## config.mk

```make
export PLATFORM = sky130hd
export DESIGN_NAME = card_dto_timer
export DESIGN_NICKNAME = d
export VERILOG_FILES = /design/src/rtl/dto_pkg.sv /design/src/rtl/dto_limit_encoder.sv /design/src/rtl/dto_prescaler.sv /design/src/rtl/dto_window_counter.sv /design/src/rtl/dto_status_flag.sv /design/src/rtl/card_dto_timer.sv
export SDC_FILE = /design/constraint.sdc
export NUM_CORES = 2
export LEC_CHECK = 0
export BUFFER_PORTS_ARGS = -buffer_cell sky130_fd_sc_hd__buf_2
export CORE_MARGIN = 1.5
export CORE_UTILIZATION = 25
export CTS_BUF_LIST = sky130_fd_sc_hd__clkbuf_2 sky130_fd_sc_hd__clkbuf_4 sky130_fd_sc_hd__clkbuf_8
export CTS_CLUSTER_DIAMETER = 100
export DETAILED_ROUTE_END_ITERATION = 6
export GPL_ROUTABILITY_DRIVEN = 0
export PLACE_DENSITY_LB_ADDON = 0.3
export REMOVE_ABC_BUFFERS = 1
export SYNTH_ARGS = -nofsm -noshare
export SYNTH_HDL_FRONTEND = slang
export SYNTH_SLANG_ARGS = --single-unit
```

## constraint.sdc

```tcl
create_clock -name clk -period 4.47 [get_ports clk]
set_clock_uncertainty 0.1 [all_clocks]
set_input_delay 0.6705 -clock clk [delete_from_list [all_inputs] [get_ports clk]]
set_output_delay 0.6705 -clock clk [all_outputs]
set_load 0.03 [all_outputs]
```

## src/rtl/dto_pkg.sv

```systemverilog
package dto_pkg;
   typedef enum logic {
      UNIT_CYCLE = 1'b0,
      UNIT_KILO  = 1'b1
   } unit_mode_e;

   localparam int unsigned DEF_LIMIT_W = 16;
   localparam int unsigned DEF_PRE_W   = 10;
   localparam int unsigned DEF_REQ_W   = 32;
   localparam int unsigned DEF_PER_W   = 8;
   localparam int unsigned DEF_DIV_W   = 10;
endpackage

```

## src/rtl/dto_limit_encoder.sv

```systemverilog
module dto_limit_encoder
   import dto_pkg::*;
#(
   parameter int unsigned REQ_W   = DEF_REQ_W,
   parameter int unsigned LIMIT_W = DEF_LIMIT_W,
   parameter int unsigned PRE_W   = DEF_PRE_W,
   parameter int unsigned PER_W   = DEF_PER_W,
   parameter int unsigned DIV_W   = DEF_DIV_W,
   parameter bit          KILO_EN = 1'b1
) (
   input  logic [REQ_W-1:0]   req_cycles,
   input  logic [REQ_W-1:0]   req_ns,
   input  logic [PER_W-1:0]   clk_period_ns,
   input  logic [DIV_W-1:0]   clk_div,
   output logic [LIMIT_W-1:0] enc_limit,
   output unit_mode_e         enc_mode
);
   localparam int unsigned PROD_W = PER_W + DIV_W;
   localparam int unsigned SUM_W  = REQ_W + 1;
   localparam logic [SUM_W-1:0] DIRECT_MAX =
      {{(SUM_W-LIMIT_W){1'b0}}, {LIMIT_W{1'b1}}};

   if (REQ_W < PROD_W) begin : g_chk_prod
      $error("dto_limit_encoder: REQ_W must cover the period*divider product");
   end
   if (REQ_W < LIMIT_W) begin : g_chk_req
      $error("dto_limit_encoder: REQ_W must be at least LIMIT_W");
   end

   logic [PROD_W-1:0] unit_ns;
   logic [REQ_W-1:0]  unit_ns_x;
   logic [REQ_W-1:0]  ns_cycles;
   logic [SUM_W-1:0]  total;

   assign unit_ns   = {{DIV_W{1'b0}}, clk_period_ns} * {{PER_W{1'b0}}, clk_div};
   assign unit_ns_x = {{(REQ_W-PROD_W){1'b0}}, unit_ns};

   always_comb begin
      if (unit_ns == '0) ns_cycles = '0;
      else               ns_cycles = req_ns / unit_ns_x;
   end

   assign total = {1'b0, req_cycles} + {1'b0, ns_cycles};

   if (KILO_EN) begin : g_scaled
      logic [SUM_W-1:0] scaled;
      assign scaled = (total >> PRE_W) + {{(SUM_W-1){1'b0}}, 1'b1};
      always_comb begin
         if (total < DIRECT_MAX) begin
            enc_limit = total[LIMIT_W-1:0];
            enc_mode  = UNIT_CYCLE;
         end else begin
            enc_mode  = UNIT_KILO;
            if (scaled > DIRECT_MAX) enc_limit = '0;
            else                     enc_limit = scaled[LIMIT_W-1:0];
         end
      end
   end else begin : g_saturate
      always_comb begin
         enc_mode = UNIT_CYCLE;
         if (total < DIRECT_MAX) enc_limit = total[LIMIT_W-1:0];
         else                    enc_limit = DIRECT_MAX[LIMIT_W-1:0];
      end
   end
endmodule

```

## src/rtl/dto_prescaler.sv

```systemverilog
module dto_prescaler
   import dto_pkg::*;
#(
   parameter int unsigned PRE_W = DEF_PRE_W
) (
   input  logic clk,
   input  logic rst_n,
   input  logic restart,
   input  logic tick,
   output logic wrap
);
   if (PRE_W < 1) begin : g_chk
      $error("dto_prescaler: PRE_W must be at least 1");
   end

   logic [PRE_W-1:0] pre_q;

   always_ff @(posedge clk or negedge rst_n) begin
      if (!rst_n)       pre_q <= '0;
      else if (restart) pre_q <= '0;
      else if (tick)    pre_q <= pre_q + 1'b1;
   end

   assign wrap = tick && !restart && (&pre_q);

   AST_PRE_SPACING: assert property (@(posedge clk) disable iff (!rst_n)
      wrap |=> !wrap);
endmodule

```

## src/rtl/dto_window_counter.sv

```systemverilog
module dto_window_counter
   import dto_pkg::*;
#(
   parameter int unsigned LIMIT_W = DEF_LIMIT_W
) (
   input  logic               clk,
   input  logic               rst_n,
   input  logic               start,
   input  logic               cancel,
   input  logic               unit_tick,
   input  logic [LIMIT_W-1:0] limit,
   output logic               armed,
   output logic               expire
);
   localparam logic [LIMIT_W-1:0] ONE = {{(LIMIT_W-1){1'b0}}, 1'b1};

   logic [LIMIT_W-1:0] cnt_q;

   assign expire = armed && unit_tick && !start && !cancel && (cnt_q == ONE);

   always_ff @(posedge clk or negedge rst_n) begin
      if (!rst_n) begin
         cnt_q <= '0;
         armed <= 1'b0;
      end else if (start) begin
         cnt_q <= limit;
         armed <= (limit != '0);
      end else if (cancel) begin
         armed <= 1'b0;
      end else if (armed && unit_tick) begin
         cnt_q <= cnt_q - ONE;
         if (cnt_q == ONE) armed <= 1'b0;
      end
   end

   AST_ARMED_NONZERO: assert property (@(posedge clk) disable iff (!rst_n)
      armed |-> (cnt_q != '0));
   AST_CANCEL_DISARMS: assert property (@(posedge clk) disable iff (!rst_n)
      (cancel && !start) |=> !armed);
endmodule

```

## src/rtl/dto_status_flag.sv

```systemverilog
module dto_status_flag (
   input  logic clk,
   input  logic rst_n,
   input  logic set,
   input  logic ack,
   output logic flag
);
   always_ff @(posedge clk or negedge rst_n) begin
      if (!rst_n)   flag <= 1'b0;
      else if (set) flag <= 1'b1;
      else if (ack) flag <= 1'b0;
   end

   AST_FLAG_STICKY: assert property (@(posedge clk) disable iff (!rst_n)
      (flag && !ack) |=> flag);
   AST_SET_BEATS_ACK: assert property (@(posedge clk) disable iff (!rst_n)
      set |=> flag);
endmodule

```

## src/rtl/card_dto_timer.sv

```systemverilog
module card_dto_timer
   import dto_pkg::*;
#(
   parameter int unsigned REQ_W   = DEF_REQ_W,
   parameter int unsigned LIMIT_W = DEF_LIMIT_W,
   parameter int unsigned PRE_W   = DEF_PRE_W,
   parameter int unsigned PER_W   = DEF_PER_W,
   parameter int unsigned DIV_W   = DEF_DIV_W,
   parameter bit          KILO_EN = 1'b1
) (
   input  logic               clk,
   input  logic               rst_n,
   input  logic               cfg_load,
   input  logic [REQ_W-1:0]   req_cycles,
   input  logic [REQ_W-1:0]   req_ns,
   input  logic [PER_W-1:0]   clk_period_ns,
   input  logic [DIV_W-1:0]   clk_div,
   input  logic               win_start,
   input  logic               data_seen,
   input  logic               card_tick,
   input  logic               flag_ack,
   output logic [LIMIT_W-1:0] cfg_limit,
   output logic               cfg_kilo,
   output logic               win_armed,
   output logic               dto_flag
);
   localparam logic [LIMIT_W-1:0] KILO_FLOOR =
      LIMIT_W'({LIMIT_W{1'b1}} >> PRE_W);

   if (LIMIT_W < 2) begin : g_chk_limit
      $error("card_dto_timer: LIMIT_W must be at least 2");
   end
   if (PRE_W >= LIMIT_W) begin : g_chk_pre
      $error("card_dto_timer: PRE_W must be below LIMIT_W");
   end

   logic [LIMIT_W-1:0] enc_limit;
   unit_mode_e         enc_mode;
   unit_mode_e         mode_q;
   logic               unit_tick;
   logic               expire;

   dto_limit_encoder #(
      .REQ_W(REQ_W), .LIMIT_W(LIMIT_W), .PRE_W(PRE_W),
      .PER_W(PER_W), .DIV_W(DIV_W), .KILO_EN(KILO_EN)
   ) u_enc (
      .req_cycles    (req_cycles),
      .req_ns        (req_ns),
      .clk_period_ns (clk_period_ns),
      .clk_div       (clk_div),
      .enc_limit     (enc_limit),
      .enc_mode      (enc_mode)
   );

   always_ff @(posedge clk or negedge rst_n) begin
      if (!rst_n) begin
         cfg_limit <= '0;
         mode_q    <= UNIT_CYCLE;
      end else if (cfg_load) begin
         cfg_limit <= enc_limit;
         mode_q    <= enc_mode;
      end
   end

   assign cfg_kilo = (mode_q == UNIT_KILO);

   if (KILO_EN) begin : g_kilo
      logic pre_wrap;
      dto_prescaler #(.PRE_W(PRE_W)) u_pre (
         .clk     (clk),
         .rst_n   (rst_n),
         .restart (win_start),
         .tick    (card_tick),
         .wrap    (pre_wrap)
      );
      assign unit_tick = (mode_q == UNIT_KILO) ? pre_wrap : card_tick;
   end else begin : g_plain
      assign unit_tick = card_tick;
   end

   dto_window_counter #(.LIMIT_W(LIMIT_W)) u_cnt (
      .clk       (clk),
      .rst_n     (rst_n),
      .start     (win_start),
      .cancel    (data_seen),
      .unit_tick (unit_tick),
      .limit     (cfg_limit),
      .armed     (win_armed),
      .expire    (expire)
   );

   dto_status_flag u_flag (
      .clk   (clk),
      .rst_n (rst_n),
      .set   (expire),
      .ack   (flag_ack),
      .flag  (dto_flag)
   );

   AST_ZERO_LIMIT_IDLE: assert property (@(posedge clk) disable iff (!rst_n)
      (win_start && cfg_limit == '0) |=> !win_armed);
   AST_ENC_DIRECT_RANGE: assert property (@(posedge clk) disable iff (!rst_n)
      (enc_mode == UNIT_CYCLE && KILO_EN) |-> (enc_limit != '1));
   AST_ENC_KILO_FLOOR: assert property (@(posedge clk) disable iff (!rst_n)
      (enc_mode == UNIT_KILO && enc_limit != '0) |-> (enc_limit > KILO_FLOOR));
   AST_IDLE_NO_RISE: assert property (@(posedge clk) disable iff (!rst_n)
      (!win_armed && !flag_ack) |=> ($past(dto_flag) || !dto_flag));
endmodule

```

Word-level counts from Yosys, hierarchy flattened
Index checks and enable logic that the tools add are counted.
Storage, ports and cells
  output and inout port bits: 19
  register bits after elaboration: 45
  bits of input ports: 89
  logic and storage cells: 50
Cells by class
  div/mod/pow operators: 1
  multiply operators: 1
  reductions and logical operators: 18
  multiplexer cells: 16
  $add $sub $neg: 4
  order comparisons: 2
  equality and inequality tests: 2
Operators with widths (number)
  16-bit 2-to-1 mux: 5
  32-bit by 32-bit adder with 33-bit output: 1
  33-bit by 16-bit greater-than comparator with 1-bit output (second input constant): 1
  33-bit by 16-bit less-than comparator with 1-bit output (second input constant): 1
  32-bit by 18-bit divider with 32-bit output: 1
  32-bit 2-to-1 mux: 1
  23-bit by 1-bit adder with 24-bit output (second input constant): 1
  10-bit 2-to-1 mux: 2
  18-bit logical NOT: 1
  8-bit by 10-bit multiplier with 18-bit output: 1
  16-bit by 1-bit equality test with 1-bit output (second input constant): 1
  16-bit nonzero test: 1
  16-bit by 1-bit subtractor with 16-bit output (second input constant): 1
  10-bit by 1-bit adder with 10-bit output (second input constant): 1
  10-bit AND reduction: 1
  1-bit 2-to-1 mux: 8
  1-bit logical AND: 6
  2-bit nonzero test: 3
  3-bit nonzero test: 2
  2-bit AND reduction: 2
  1-bit logical NOT: 2
  2-bit != test (second input constant): 1

Depth between registers and ports, before layout
  word-level depth: 9
  mapped depth: 542
  mapped depth without buffers: 498

Modules after synthesis
A second synthesis with hierarchy kept.
Second synthesis, totals
  cell total of the unflattened synthesis: 4174
  area, all modules: 30380.4 µm²
By module, submodules not included
  dto_limit_encoder: cells an instance 3969, sequential area each 0.0 µm², times used 1, area each 28113.2 µm²
  dto_window_counter: cells an instance 116, sequential area each 425.4 µm², times used 1, area each 1024.7 µm²
  card_dto_timer: cells an instance 37, sequential area each 425.4 µm², times used 1, area each 696.9 µm²
  dto_prescaler: cells an instance 49, sequential area each 250.2 µm², times used 1, area each 509.2 µm²
  dto_status_flag: cells an instance 3, sequential area each 25.0 µm², times used 1, area each 36.3 µm²

Worst setup path before layout
OpenSTA, ideal clock, no wires.
  kind: input -> register
  from: input clk_period_ns[7]
  to: register cfg_limit[8]
  data arrival time: 101.492 ns
  path buffers: 52
  slack: -97.199 ns
  required time: 4.293 ns
  library setup time: 0.077 ns
  cell stages on the path: 514
  cell sequence: clkbuf_1 -> and2_1 -> fa_1 -> fa_1 -> fa_1 -> inv_1 -> fa_1 -> inv_1 -> ha_1 -> buf_2 -> a21oi_1 -> o21ai_0 -> a21oi_1 -> xor2_1 -> o21ai_1 -> or3_1 -> buf_2 -> clkbuf_1 -> [478 not listed] -> o21bai_1 -> a21oi_1 -> o21bai_1 -> a21oi_1 -> o21bai_1 -> a21oi_1 -> o21bai_1 -> a21oi_1 -> o21bai_1 -> a21oi_1 -> nor2b_1 -> o21a_1 -> o21ai_0 -> nand4_1 -> nor4_1 -> clkinv_1 -> o22a_1 -> a21oi_1
On the way
  cells in the longest elaborated chain, start to end: 8
  elaborated cells on any way between the ends: 10
  classes of those cells: add/sub (2); mul (1); div (1); order compare (2); mux (3); reduce/logical (1)
Ends and longest elaborated chain
  from (decl): RTL line card_dto_timer.sv:16  | input logic [PER_W-1:0] clk_period_ns,
  8-bit by 10-bit multiplier with 18-bit output *: RTL line dto_limit_encoder.sv:35  | assign unit_ns = {{DIV_W{1'b0}}, clk_period_ns} * {{PER_W{1'b0}}, clk_div};
  32-bit by 18-bit divider with 32-bit output or 18-bit logical NOT (tied branches): RTL line dto_limit_encoder.sv:40, dto_limit_encoder.sv:39
  32-bit 2-to-1 mux *: RTL line dto_limit_encoder.sv:39  | if (unit_ns == '0) ns_cycles = '0;
  32-bit by 32-bit adder with 33-bit output *: RTL line dto_limit_encoder.sv:43  | assign total = {1'b0, req_cycles} + {1'b0, ns_cycles};
  23-bit by 1-bit adder with 24-bit output: RTL line dto_limit_encoder.sv:47  | assign scaled = (total >> PRE_W) + {{(SUM_W-1){1'b0}}, 1'b1};
  33-bit by 16-bit greater-than comparator with 1-bit output: RTL line dto_limit_encoder.sv:54  | if (scaled > DIRECT_MAX) enc_limit = '0;
  16-bit 2-to-1 mux: RTL line dto_limit_encoder.sv:54
  16-bit 2-to-1 mux *: RTL line dto_limit_encoder.sv:49  | if (total < DIRECT_MAX) begin
  to (signal assigned): RTL line card_dto_timer.sv:60  | cfg_limit <= enc_limit;
  to (decl): RTL line card_dto_timer.sv:22  | output logic [LIMIT_W-1:0] cfg_limit,
Mark *: on every way between the ends. The rest lies on a longest branch, timed or not.
A chain may end at the register's enable or synchronous reset.

Worst setup path after layout
  from: input clk_period_ns[4]
  to: register cfg_limit[0]
The elaborated chain is that of the path after synthesis.

==> metrics.log <==
[metrics] FF/Latch Area: 1130 um2
[metrics] global route total overflow: 0
[metrics] delay-heaviest family, CP: compound AO/OA/AOI/OAI gates
[metrics] number of enable-type register cells in the synthesized netlist: 0
[metrics] count of TritonRoute iterations in the first routing pass: 5
[metrics] post-layout utilization of the core: between 40% and 50%
[metrics] wl on met1: between 60000 and 70000 um
[metrics] Final Max Tran Viols: 0
[metrics] Root Buffer: sky130_fd_sc_hd__clkbuf_8
[metrics] Net count, final: 6885
[metrics] result of the run: finished with violations
[metrics] Relative slew margins: between 30% and 40%
[metrics] count of pins on the block boundary: 108
[metrics] Die H: 350 um
[metrics] post-synthesis cell area: approximately 30000 um2
[metrics] insertion delay of the later-clocked pin in the worst-skew pair: 300 ps
[metrics] endpoint of the worst-slack reg-to-reg timing path: u_cnt.cnt_q[12]
[metrics] input/output buffers: 107
[metrics] top library cells by usage in the layout, fill and taps aside: sky130_fd_sc_hd__buf_4, sky130_fd_sc_hd__ha_1, sky130_fd_sc_hd__nand2_1, sky130_fd_sc_hd__nor2_1, sky130_fd_sc_hd__nor3_1
[metrics] top layer in use: met4
[metrics] register-to-register setup slack: 1840 ps
[metrics] final routed wire length divided by cell count: 17.6 um
[metrics] Tcrit/Tclk final: 2000%
[metrics] predominant post-synthesis flop cell: sky130_fd_sc_hd__dfrtp_1
[metrics] TritonCTS clock tree: done
[metrics] critical path capture point type: flip-flop
[metrics] share of the yosys chip area belonging to registers: 3.74%
[metrics] WP data required: 4550 ps
[metrics] vias per cell: 5.04
[metrics] total clock buffers created by CTS: 5
[metrics] filler cell count in the final layout: around 12000
[metrics] final number of setup-violating endpoints: 17
[metrics] ys async rst share: 100%
[metrics] crit path time final: 89620 ps
[metrics] Critical Path AT: 89700 ps
[metrics] Bufs and invs on worst path: 72
[metrics] number of global-route vias before repair: 38500
[metrics] FMAX: 11.2 MHz
[metrics] initial antenna violation count: 6
[metrics] vias: 39700
[metrics] number of cells produced by synthesis: 4137
[metrics] synthesized area per cell: 7.28 um2
[metrics] Worst Setup Slack, final: -85150 ps
[metrics] count of maximum capacitance violations: 0
[metrics] largest net degree at the start of global routing: 47
[metrics] area share of the largest cell type after synthesis: 20.7%
[metrics] half-perimeter wire length of the detailed placement result: 104000 um
[metrics] core region area: 120000 um2
[metrics] aggregate routed wire length: 138000 um
[metrics] violated checks: negative setup slack
[metrics] Critical Path Start Type: input pin
[metrics] CTS H-tree depth: 2
[metrics] post-synth cell types: about 130
[metrics] Initial Util: about 25%
[metrics] first-pass GRT wire length: 208000 um
[metrics] number of buffers between clock root and the deepest sink: 2
[metrics] final routed DRC violation total: 0
[metrics] highest-delay cell along the critical path: sky130_fd_sc_hd__or4_4
[metrics] footprint of the multi-input gates: about 31000 um2
[metrics] cell types with the largest area share after synthesis: sky130_fd_sc_hd__ha_1, sky130_fd_sc_hd__xnor2_1, sky130_fd_sc_hd__nand2_1
[metrics] number of cells on the worst reg-to-reg path: 9
[metrics] cell type with the largest total area after synthesis: sky130_fd_sc_hd__ha_1
[metrics] #FFs+latches synth: between 40 and 50
[metrics] critical path start-end classification: in2reg
[metrics] synth warn: 0
[metrics] Worst Max-Slew Pin Slew: between 1000 and 1500 ps
[metrics] Total GRT Usage: 21.1%
[metrics] area growth from synthesis to layout: 73.4%
[metrics] RSZ-0062 raised after global routing: true
[metrics] overall die width: roughly 350 um
[metrics] DRC violation total after the first TritonRoute iteration: 2146
[metrics] fraction of layout cells with a size suffix above 1: 48.1%
[metrics] commonest non-fill, non-tap cell in the layout: sky130_fd_sc_hd__buf_4
[metrics] antenna viol nets, final: 0
[metrics] detailed route wirelength on metal3: 5270 um
[metrics] total number of placement rows: 127
[metrics] Reg clk slew, reported paths: roughly 80 ps
[metrics] number of hold violations in the final report: 0
[metrics] number of clock sinks: 45
[metrics] CP Max Fanout: 13
[metrics] number of hold buffers added after CTS: 0
[metrics] Die Outline Area: 123000 um2
[metrics] cell with the most instances on the worst path: sky130_fd_sc_hd__o21a_1
[metrics] critical register-to-register path startpoint: g_kilo.u_pre.pre_q[5]
[metrics] Detail Route met2 WL: roughly 67000 um
[metrics] largest stage delay on the critical path: around 560 ps
[metrics] Min-Delay Path Class: in2async
==> registers in the layout (all words and copies together), names as in the netlist <==
register / cells
cfg_limit: 16
u_cnt.cnt_q: 16
g_kilo.u_pre.pre_q: 10
cfg_kilo: 1
u_cnt.armed: 1
u_flag.flag: 1
==> worst register-to-register path, cell delays in order, from the launching register on <==
cell                      delay, ps
sky130_fd_sc_hd__dfrtp_1        430
sky130_fd_sc_hd__nand4_1        130
sky130_fd_sc_hd__or3b_2         470
sky130_fd_sc_hd__o22ai_1        180
sky130_fd_sc_hd__nor3b_1        220
sky130_fd_sc_hd__buf_4          200
sky130_fd_sc_hd__nand3_1        210
sky130_fd_sc_hd__nor4_1         310
sky130_fd_sc_hd__xnor2_1        150
sky130_fd_sc_hd__o21ai_0         90
==> per-stage QoR <==
step	worst slack, ps	area [um2]	hold slack, ps	TNS, ps	std cells
after floorplan	-103030	29500	275	-1746610	4003
after global placement	-89420	44400	422	-1517680	7331
after detailed placement	-91080	44400	437	-1545880	7331
after CTS	-84190	49000	455	-1429710	7712
after global routing	-89280	52200	462	-1516750	7865
final	-85150	52200	434	-1446290	7865
==> cells by family (layout without fill, tap and decap cells) <==
logic type / after synthesis / in the layout / share of synthesized area, %
muxes: 145 / 145 / 5.27
adders and majority gates: 548 / 548 / 24.0
AOI/OAI and AO/OA: 1275 / 1275 / 29.3
DFF: 45 / 45 / 3.74
xor gates and xnor gates: 279 / 279 / 8.12
other: 0 / 4 / 0
and+or+nand+nor: 1535 / 1535 / 25.5
buffers and inverters: 310 / 2422 / 4.03
==> cell usage after synthesis, types with 45 or more instances <==
cell type and number:
sky130_fd_sc_hd__a21o_1 106, sky130_fd_sc_hd__a21oi_1 264, sky130_fd_sc_hd__a31oi_1 46, sky130_fd_sc_hd__and2_1 101, sky130_fd_sc_hd__clkbuf_1 100, sky130_fd_sc_hd__dfrtp_1 45
sky130_fd_sc_hd__fa_1 49, sky130_fd_sc_hd__ha_1 499, sky130_fd_sc_hd__inv_1 174, sky130_fd_sc_hd__mux2_2 105, sky130_fd_sc_hd__nand2_1 389, sky130_fd_sc_hd__nand3_1 70
sky130_fd_sc_hd__nor2_1 364, sky130_fd_sc_hd__nor3_1 227, sky130_fd_sc_hd__o21a_1 189, sky130_fd_sc_hd__o21ai_0 186, sky130_fd_sc_hd__o31ai_1 90, sky130_fd_sc_hd__or2_2 49
sky130_fd_sc_hd__or3_1 46, sky130_fd_sc_hd__xnor2_1 175, sky130_fd_sc_hd__xor2_1 104
==> layer usage <==
metal  global-route usage (%)  vias up
met5                        0        -
met4                     7.18        0
met3                     1.28      251
met2                     37.6      945
met1                     26.8    18800
li1                         -    19700
==> worst max path at each step <==
stage | cells past startpoint | slack (ps) | start | to
5_1_grt | 507 | -89280 | clk_period_ns[4] | cfg_limit[0]
6_report | 513 | -85150 | clk_period_ns[4] | cfg_limit[0]
3_5_place_dp | 494 | -91080 | clk_period_ns[7] | cfg_limit[3]
4_1_cts | 510 | -84190 | clk_period_ns[4] | cfg_limit[0]
3_3_place_gp | 492 | -89420 | clk_period_ns[7] | cfg_limit[3]
2_1_floorplan | 455 | -103030 | clk_period_ns[7] | cfg_limit[8]
==> layout make-up <==
cell class,count,share of cell area [%]
multi-input cells,3782,60.0
inverters,176,1.27
repair buffers,2237,32.5
clock inverters,1,0.0575
clock buffers,7,0.173
well taps,1612,3.86
flip-flops and latches,45,2.16
repair inverters,1,0.0120
diodes,4,0.0192
==> what timing repair did <==
action / in CTS / in global routing
buffers inserted: 369 / 150
pin swaps: 229 / 390
resized for setup: 386 / 411
endpoints found under the setup margin: 17 / 17
cloned: 4 / 1
Power is left out: the tool's default activity adds up to more than one toggle a clock period on the data nets, which glitch-free logic cannot reach.
